## src/rtl/pipe6_pkg.sv

```systemverilog
package pipe6_pkg;

  // Stage positions; the order is the flow order of the pipeline.
  typedef enum logic [2:0] {
    ST_FETCH  = 3'd0,
    ST_DECODE = 3'd1,
    ST_ADDR   = 3'd2,
    ST_OPND   = 3'd3,
    ST_EXEC   = 3'd4,
    ST_WRITE  = 3'd5
  } stage_e;

  localparam int unsigned NUM_STAGES = 6;
  localparam int unsigned LAST_STAGE = NUM_STAGES - 1;

  // Number of flag bits carried beside the two tags in a slot payload.
  localparam int unsigned FLAG_BITS = 2;

  function automatic int unsigned payload_width(int unsigned tag_w);
    return FLAG_BITS + 2 * tag_w;
  endfunction

endpackage

```

## src/rtl/pipe6_slot.sv

```systemverilog
module pipe6_slot #(
  parameter int unsigned PW = 18
) (
  input  logic          clk,
  input  logic          rst_n,
  input  logic          adv,
  input  logic          kill,
  input  logic          d_valid,
  input  logic [PW-1:0] d_payload,
  output logic          q_valid,
  output logic [PW-1:0] q_payload
);

  logic          valid_nxt;
  logic [PW-1:0] payload_nxt;

  always_comb begin
    valid_nxt   = q_valid;
    payload_nxt = q_payload;
    if (adv) begin
      valid_nxt   = d_valid & ~kill;
      payload_nxt = d_payload;
    end
  end

  always_ff @(posedge clk or negedge rst_n) begin
    if (!rst_n) begin
      q_valid   <= 1'b0;
      q_payload <= '0;
    end else begin
      q_valid   <= valid_nxt;
      q_payload <= payload_nxt;
    end
  end

endmodule

```

## src/rtl/pipe6_ctrl.sv

```systemverilog
module pipe6_ctrl (
  input  logic stall,
  input  logic wb_valid,
  input  logic wb_branch,
  input  logic wb_taken,
  output logic adv,
  output logic retire,
  output logic squash
);

  always_comb begin
    adv    = ~stall;
    retire = wb_valid & ~stall;
    squash = wb_valid & wb_branch & wb_taken & ~stall;
  end

endmodule

```

## src/rtl/pipe6_counter.sv

```systemverilog
module pipe6_counter #(
  parameter int unsigned W = 16
) (
  input  logic         clk,
  input  logic         rst_n,
  input  logic         inc,
  output logic [W-1:0] count
);

  logic [W-1:0] count_nxt;

  always_comb begin
    count_nxt = count;
    if (inc) count_nxt = count + {{(W-1){1'b0}}, 1'b1};
  end

  always_ff @(posedge clk or negedge rst_n) begin
    if (!rst_n) count <= '0;
    else        count <= count_nxt;
  end

endmodule

```

## src/rtl/pipe6_tracker.sv

```systemverilog
module pipe6_tracker #(
  parameter int unsigned TAG_W = 8,
  parameter int unsigned CNT_W = 16
) (
  input  logic                                clk,
  input  logic                                rst_n,
  input  logic                                stall,
  input  logic                                in_valid,
  input  logic [TAG_W-1:0]                    in_tag,
  input  logic                                in_branch,
  input  logic                                in_taken,
  input  logic [TAG_W-1:0]                    in_target,
  output logic                                retire_valid,
  output logic [TAG_W-1:0]                    retire_tag,
  output logic                                redirect,
  output logic [TAG_W-1:0]                    redirect_tag,
  output logic [pipe6_pkg::NUM_STAGES-1:0]    stage_valid,
  output logic [CNT_W-1:0]                    retired_count,
  output logic [CNT_W-1:0]                    cycle_count
);
  import pipe6_pkg::*;

  localparam int unsigned PW      = payload_width(TAG_W);
  localparam int unsigned TAG_LO  = 0;
  localparam int unsigned TGT_LO  = TAG_W;
  localparam int unsigned BR_BIT  = 2 * TAG_W;
  localparam int unsigned TK_BIT  = 2 * TAG_W + 1;

  logic [PW-1:0] in_payload;
  logic [PW-1:0] slot_payload [NUM_STAGES];
  logic          slot_valid   [NUM_STAGES];

  logic adv;
  logic retire;
  logic squash;

  assign in_payload = {in_taken, in_branch, in_target, in_tag};

  genvar gi;
  generate
    for (gi = 0; gi < NUM_STAGES; gi++) begin : g_slot
      if (gi == 0) begin : g_head
        pipe6_slot #(.PW(PW)) u_slot (
          .clk       (clk),
          .rst_n     (rst_n),
          .adv       (adv),
          .kill      (squash),
          .d_valid   (in_valid),
          .d_payload (in_payload),
          .q_valid   (slot_valid[gi]),
          .q_payload (slot_payload[gi])
        );
      end else begin : g_body
        pipe6_slot #(.PW(PW)) u_slot (
          .clk       (clk),
          .rst_n     (rst_n),
          .adv       (adv),
          .kill      (squash),
          .d_valid   (slot_valid[gi-1]),
          .d_payload (slot_payload[gi-1]),
          .q_valid   (slot_valid[gi]),
          .q_payload (slot_payload[gi])
        );
      end
      assign stage_valid[gi] = slot_valid[gi];
    end
  endgenerate

  pipe6_ctrl u_ctrl (
    .stall     (stall),
    .wb_valid  (slot_valid[LAST_STAGE]),
    .wb_branch (slot_payload[LAST_STAGE][BR_BIT]),
    .wb_taken  (slot_payload[LAST_STAGE][TK_BIT]),
    .adv       (adv),
    .retire    (retire),
    .squash    (squash)
  );

  pipe6_counter #(.W(CNT_W)) u_retired (
    .clk   (clk),
    .rst_n (rst_n),
    .inc   (retire),
    .count (retired_count)
  );

  pipe6_counter #(.W(CNT_W)) u_cycles (
    .clk   (clk),
    .rst_n (rst_n),
    .inc   (1'b1),
    .count (cycle_count)
  );

  assign retire_valid = retire;
  assign retire_tag   = slot_payload[LAST_STAGE][TAG_LO +: TAG_W];
  assign redirect     = squash;
  assign redirect_tag = slot_payload[LAST_STAGE][TGT_LO +: TAG_W];

endmodule

```

## config.mk

```make
export PLATFORM = sky130hd
export DESIGN_NAME = pipe6_tracker
export DESIGN_NICKNAME = d
export VERILOG_FILES = /design/src/rtl/pipe6_pkg.sv /design/src/rtl/pipe6_slot.sv /design/src/rtl/pipe6_ctrl.sv /design/src/rtl/pipe6_counter.sv /design/src/rtl/pipe6_tracker.sv
export SDC_FILE = /design/constraint.sdc
export NUM_CORES = 1
export LEC_CHECK = 0
export BUFFER_PORTS_ARGS = -buffer_cell sky130_fd_sc_hd__buf_2
export CAP_MARGIN = 30
export CORE_MARGIN = 10
export CORE_UTILIZATION = 57
export DETAILED_ROUTE_END_ITERATION = 12
export GPL_ROUTABILITY_DRIVEN = 0
export PLACE_DENSITY = 0.86
export SYNTH_ARGS = -nofsm -noshare
export SYNTH_HDL_FRONTEND = slang
export SYNTH_SLANG_ARGS = --single-unit
```

## constraint.sdc

```tcl
create_clock -name clk -period 1.8 [get_ports clk]
set_clock_uncertainty 0.1 [all_clocks]
set_input_delay 0 -clock clk [delete_from_list [all_inputs] [get_ports clk]]
set_output_delay 0 -clock clk [all_outputs]
set_load 0.02 [all_outputs]
```

### Word-level counts from Yosys, hierarchy flattened

Cells that the tools add are included.
Widths: inputs -> output; s select.

* add/sub/neg operators: 2
* multiply operators: 0
* div/mod/pow operators: 0
* magnitude comparators: 0
* equality and inequality tests: 0
* shift-type cells: 0
* multiplexer cells: 0
* bitwise gates (word level): 12
* reductions and logical operators: 0

Operators with widths (count)
* $add 16x1->16 const B: 2
* $and 1x1->1: 10
* $not 1->1: 2

* bits in registers: 146
* bits in latches: 0
* RAM bits: 0
* bits in read-only memories: 0
* input port bits: 22
* output and inout port bits: 56
* logic and storage cells: 28
* memories: 0

### Depth between registers and ports, before layout

* depth after elaboration: 5
* depth in mapped cells: 6
* gate-level depth less buffers: 5

### Cells and area by module

Synthesis repeated with hierarchy kept, for this count alone.

* cells, all modules: 368
* area, all modules: 6124.6 µm²

Modules (own cells, without submodules)
* pipe6_slot: instances 6, cells an instance 42, area each 784.5 µm², seq. area each 475.5 µm²
* pipe6_counter: instances 2, cells an instance 56, area each 695.7 µm², seq. area each 400.4 µm²
* pipe6_ctrl: instances 1, cells an instance 3, area each 22.5 µm², seq. area each 0.0 µm²
* pipe6_tracker: instances 1, cells an instance 1, area each 3.8 µm², seq. area each 0.0 µm²

### Worst setup path before layout

Ideal clock, no wire load.

* path kind: reg2reg
* start point: register u_retired.count[0]
* end point: register u_retired.count[12]
* library setup time: 0.130 ns
* data arrival time: 1.459 ns
* data required time: 1.570 ns
* path slack: 0.111 ns
* stages on the path, launching flop included: 6
* buffers on the path: 0
* period minus slack after synthesis: 1.689 ns
* path through: dfrtp_1 > ha_1 > nand3b_4 > nor4_1 > nand2_1 > xnor2_1

* longest elaborated chain between the ends: 1

RTL lines
* from (decl): line pipe6_counter.sv:7 `output logic [W-1:0] count`
* from (signal assigned): line pipe6_counter.sv:19 `else count <= count_nxt;`
* $add 16x1->16: line pipe6_counter.sv:14 `if (inc) count_nxt = count + {{(W-1){1'b0}}, 1'b1};`

No other way between the ends.
A chain may end at the register's enable or synchronous reset.

### Worst setup path after layout

* start point: register g_slot[5].g_body.u_slot.q_valid
* end point: output redirect

* longest elaborated chain between the ends: 3

RTL lines
* from (decl): line pipe6_slot.sv:10 `output logic q_valid,`
* from (signal assigned): line pipe6_slot.sv:31 `q_valid <= valid_nxt;`
* $and 1x1->1 (3 in series): line pipe6_ctrl.sv:14 `squash = wb_valid & wb_branch & wb_taken & ~stall;`
* to (decl): line pipe6_tracker.sv:15 `output logic redirect,`

No other way between the ends.

==> results.cfg <==
[run_status]
status = finished, final reports clean

[worst_setup_path]
startpoint_type = register
rr_startpoint = u_retired.count[1]
r2r_cells = 5
required_ns = 1.70
r2r_setup_slack_ns = 0.14
end_kind = primary output
cp_max_fo = 7
worstPathArrival_ns = 1.62
r2r_end = u_retired.count[10]
path_class = reg2out

[timing]
report.final.setup_viol = 0
rsz0062_at_grt = true
finalSetupTns_ns = 0
max-slew-margin-rel_pct = 70.6
clock.fmax_ghz = 0.582
finalHoldViolCount = 0
finalCriticalPeriod_ns = 1.72
hold_ws_ns = 0.147
setup_slack_ns = 0.0817
worst_slew_pin_slew_ns = 0.440
drv_slew = 0
final.period_utilization_pct = 95.5

[pwr]
power_frac_comb_pct = 16.7
seqPwrFrac_pct = 46.1
clockPowerShare_pct = 37.3
powerDensity_nw_per_um2 = 1340
power.leakage_nw = 3.32
p_int_mw = 7.00
peakVddDrop_uv = 634
p_sw_mw = 2.49
switching_share_pct = 26.2
p_total_mw = 9.49

[cells_and_area]
nFillCells = 644
area_growth_pct = 24.7
final_cells = 618
regArea_um2 = 3650
layout.nets = 497
drive_gt1_share_pct = 48.7
fin_util_pct = 72.7
post-route-cell-area_um2 = 7080
diodes = 0
multi_input_area_um2 = 1910

[yosys]
synth_edf_count = 0
synth_ff_type = dfrtp_1
ys_types = 24
yosys-top-cells-count = dfrtp_1 (146), mux2_2 (109), xnor2_1 (16), buf_2 (14), xor2_1 (13)
synth_area_leaders = dfrtp_1 (64%), mux2_2 (22%), xnor2_1 (2.5%)
syn_area_um2 = 5680
synthArstFlopShare_pct = 100
netlist.top_cell.by_area = dfrtp_1
avgSynthCellArea_um2 = 15.5
ys_ff_latch = 146
synth_cells = 366
yosysWarnings = 0
synth_most_common_cell = dfrtp_1
synth_top_area_share_pct = 64.4
synth_fp_nets = 390
ys_seq_area_share_pct = 64.4

[hold_path]
min_path_cells = 3
worstHoldStart = in_target[3]
worstHoldPathType = in2reg
min_to = g_slot[0].g_head.u_slot.q_payload[11]

[detailed_routing]
ant_nets = 0
drt_first_pass_iters = 5
drc_errors = 0
drtIter0Drc = 204
wl_um = 10000
vias = 3167
viasPerCell = 5.12
routedWlPerCell_um = 16.2

[die]
io_pins = 78
initial_core_util_pct = 58.3
rows = 36
die_w_um = 120
coreArea_um2 = 9730
dieArea_um2 = 14400
die_h_um = 120

[cts]
clk_pin_slew_ns = 0.06
cts_tree = yes
cts_buffer_depth = 2
clock-sinks = 146
cts_inserted_buffers = 17
cts_root_buf = clkbuf_8
cts_setup_buffers = 0
htree_num_levels = 4
clk_latency_ns = 0.51

[place]
place_area_um2 = 6180
io_buffers = 77
pre_cts_slack_ns = 0.0848
placed_cells = 561
post-dp-hpwl_um = 6470

[global_route]
grt_pass1_wl_um = 17000
grt_pass1_vias = 3386
busiest_layer = met2
grt_max_degree = 72
use_met1_pct = 18.9
use_met3_pct = 5.63
use_met2_pct = 22.6
grt_usage_pct = 14.8
grt.overflow.total = 0
antenna_found_initial = 0

[run]
maxCapViolations = 0
final cells by class:
| type | count | share of cell area (%) |
|---|---|---|
| multi-input combinational | 197 | 27.0 |
| clock buffer | 22 | 6.82 |
| timing repair buffer | 109 | 10.2 |
| inverter | 2 | 0.106 |
| tap | 133 | 2.35 |
| clock inverter | 9 | 1.80 |
| sequential | 146 | 51.6 |
power groups by stage:
stage / sequential, mW / combinational, mW / clock (mW)
detailed placement: 4.41 / 1.53 / 0
floorplan: 4.52 / 0.886 / 0
global placement: 4.35 / 1.48 / 0
CTS: 4.37 / 1.62 / 3.61
global route: 4.46 / 1.72 / 3.76
finish: 4.37 / 1.59 / 3.54
worst max-delay path by stage:
stage | start | to | slack, ns
CTS | g_slot[5].g_body.u_slot.q_valid | redirect | 0.02
floorplan | u_retired.count[0] | u_retired.count[12] | 0.11
detailed placement | u_retired.count[1] | u_retired.count[14] | 0.08
global route | g_slot[5].g_body.u_slot.q_valid | redirect | -0.01
finish | g_slot[5].g_body.u_slot.q_valid | redirect | 0.08
global placement | u_retired.count[1] | u_retired.count[12] | 0.21
cells in the final DEF, fill, tap and decap left out:
cell type and instances:
and3_1 4, and3_4 1, buf_12 2, buf_2 75, buf_4 5, buf_6 1, bufinv_16 3, clkbuf_16 16
clkbuf_8 6, clkinv_2 3, clkinvlp_4 3, dfrtp_1 145, dfrtp_2 1, dlygate4sd3_1 26, ha_1 2, inv_1 2
mux2_2 109, mux2i_1 6, nand2_1 9, nand3_1 10, nand3_2 2, nand3b_4 1, nand4_1 2, nand4_2 1
nand4b_4 1, nor2_1 12, nor2b_4 1, nor3_1 2, nor3_2 1, nor4_2 3, nor4_4 1, xnor2_1 16
xor2_1 13
flip-flops by register name, indices dropped and copies added (netlist names):
name                            flops
g_slot.g_body.u_slot.q_payload     90
g_slot.g_head.u_slot.q_valid        1
g_slot.g_head.u_slot.q_payload     18
u_cycles.count                     16
u_retired.count                    16
g_slot.g_body.u_slot.q_valid        5
routing by layer:
metal,up-vias,routed length (um)
li1,1492,-
met4,0,129
met1,1589,4550
met2,74,4840
met5,-,0
met3,12,513
timing repair:
| item | CTS | global route |
|---|---|---|
| hold buffers | 26 | 0 |
| endpoints found under the setup margin | 1 | 4 |
| pin swaps | 0 | 0 |
| resized for setup | 4 | 3 |
| endpoints found under the hold margin | 189 | 0 |
| gates cloned | 0 | 0 |
kinds of logic after synthesis:
logic type,synth area share [%]
flip-flops,64.4
buffers and inverters,2.36
AND/OR/NAND/NOR,5.69
multiplexers,22.7
XOR/XNOR,4.47
adder cells (fa/ha/maj),0.441
critical path: stages (launching register included):
cell     delay (ns)
dfrtp_2        0.44
nor2b_4        0.24
and3_4         0.25
buf_2          0.18
Note: power is estimated with default switching activity, not from simulation.
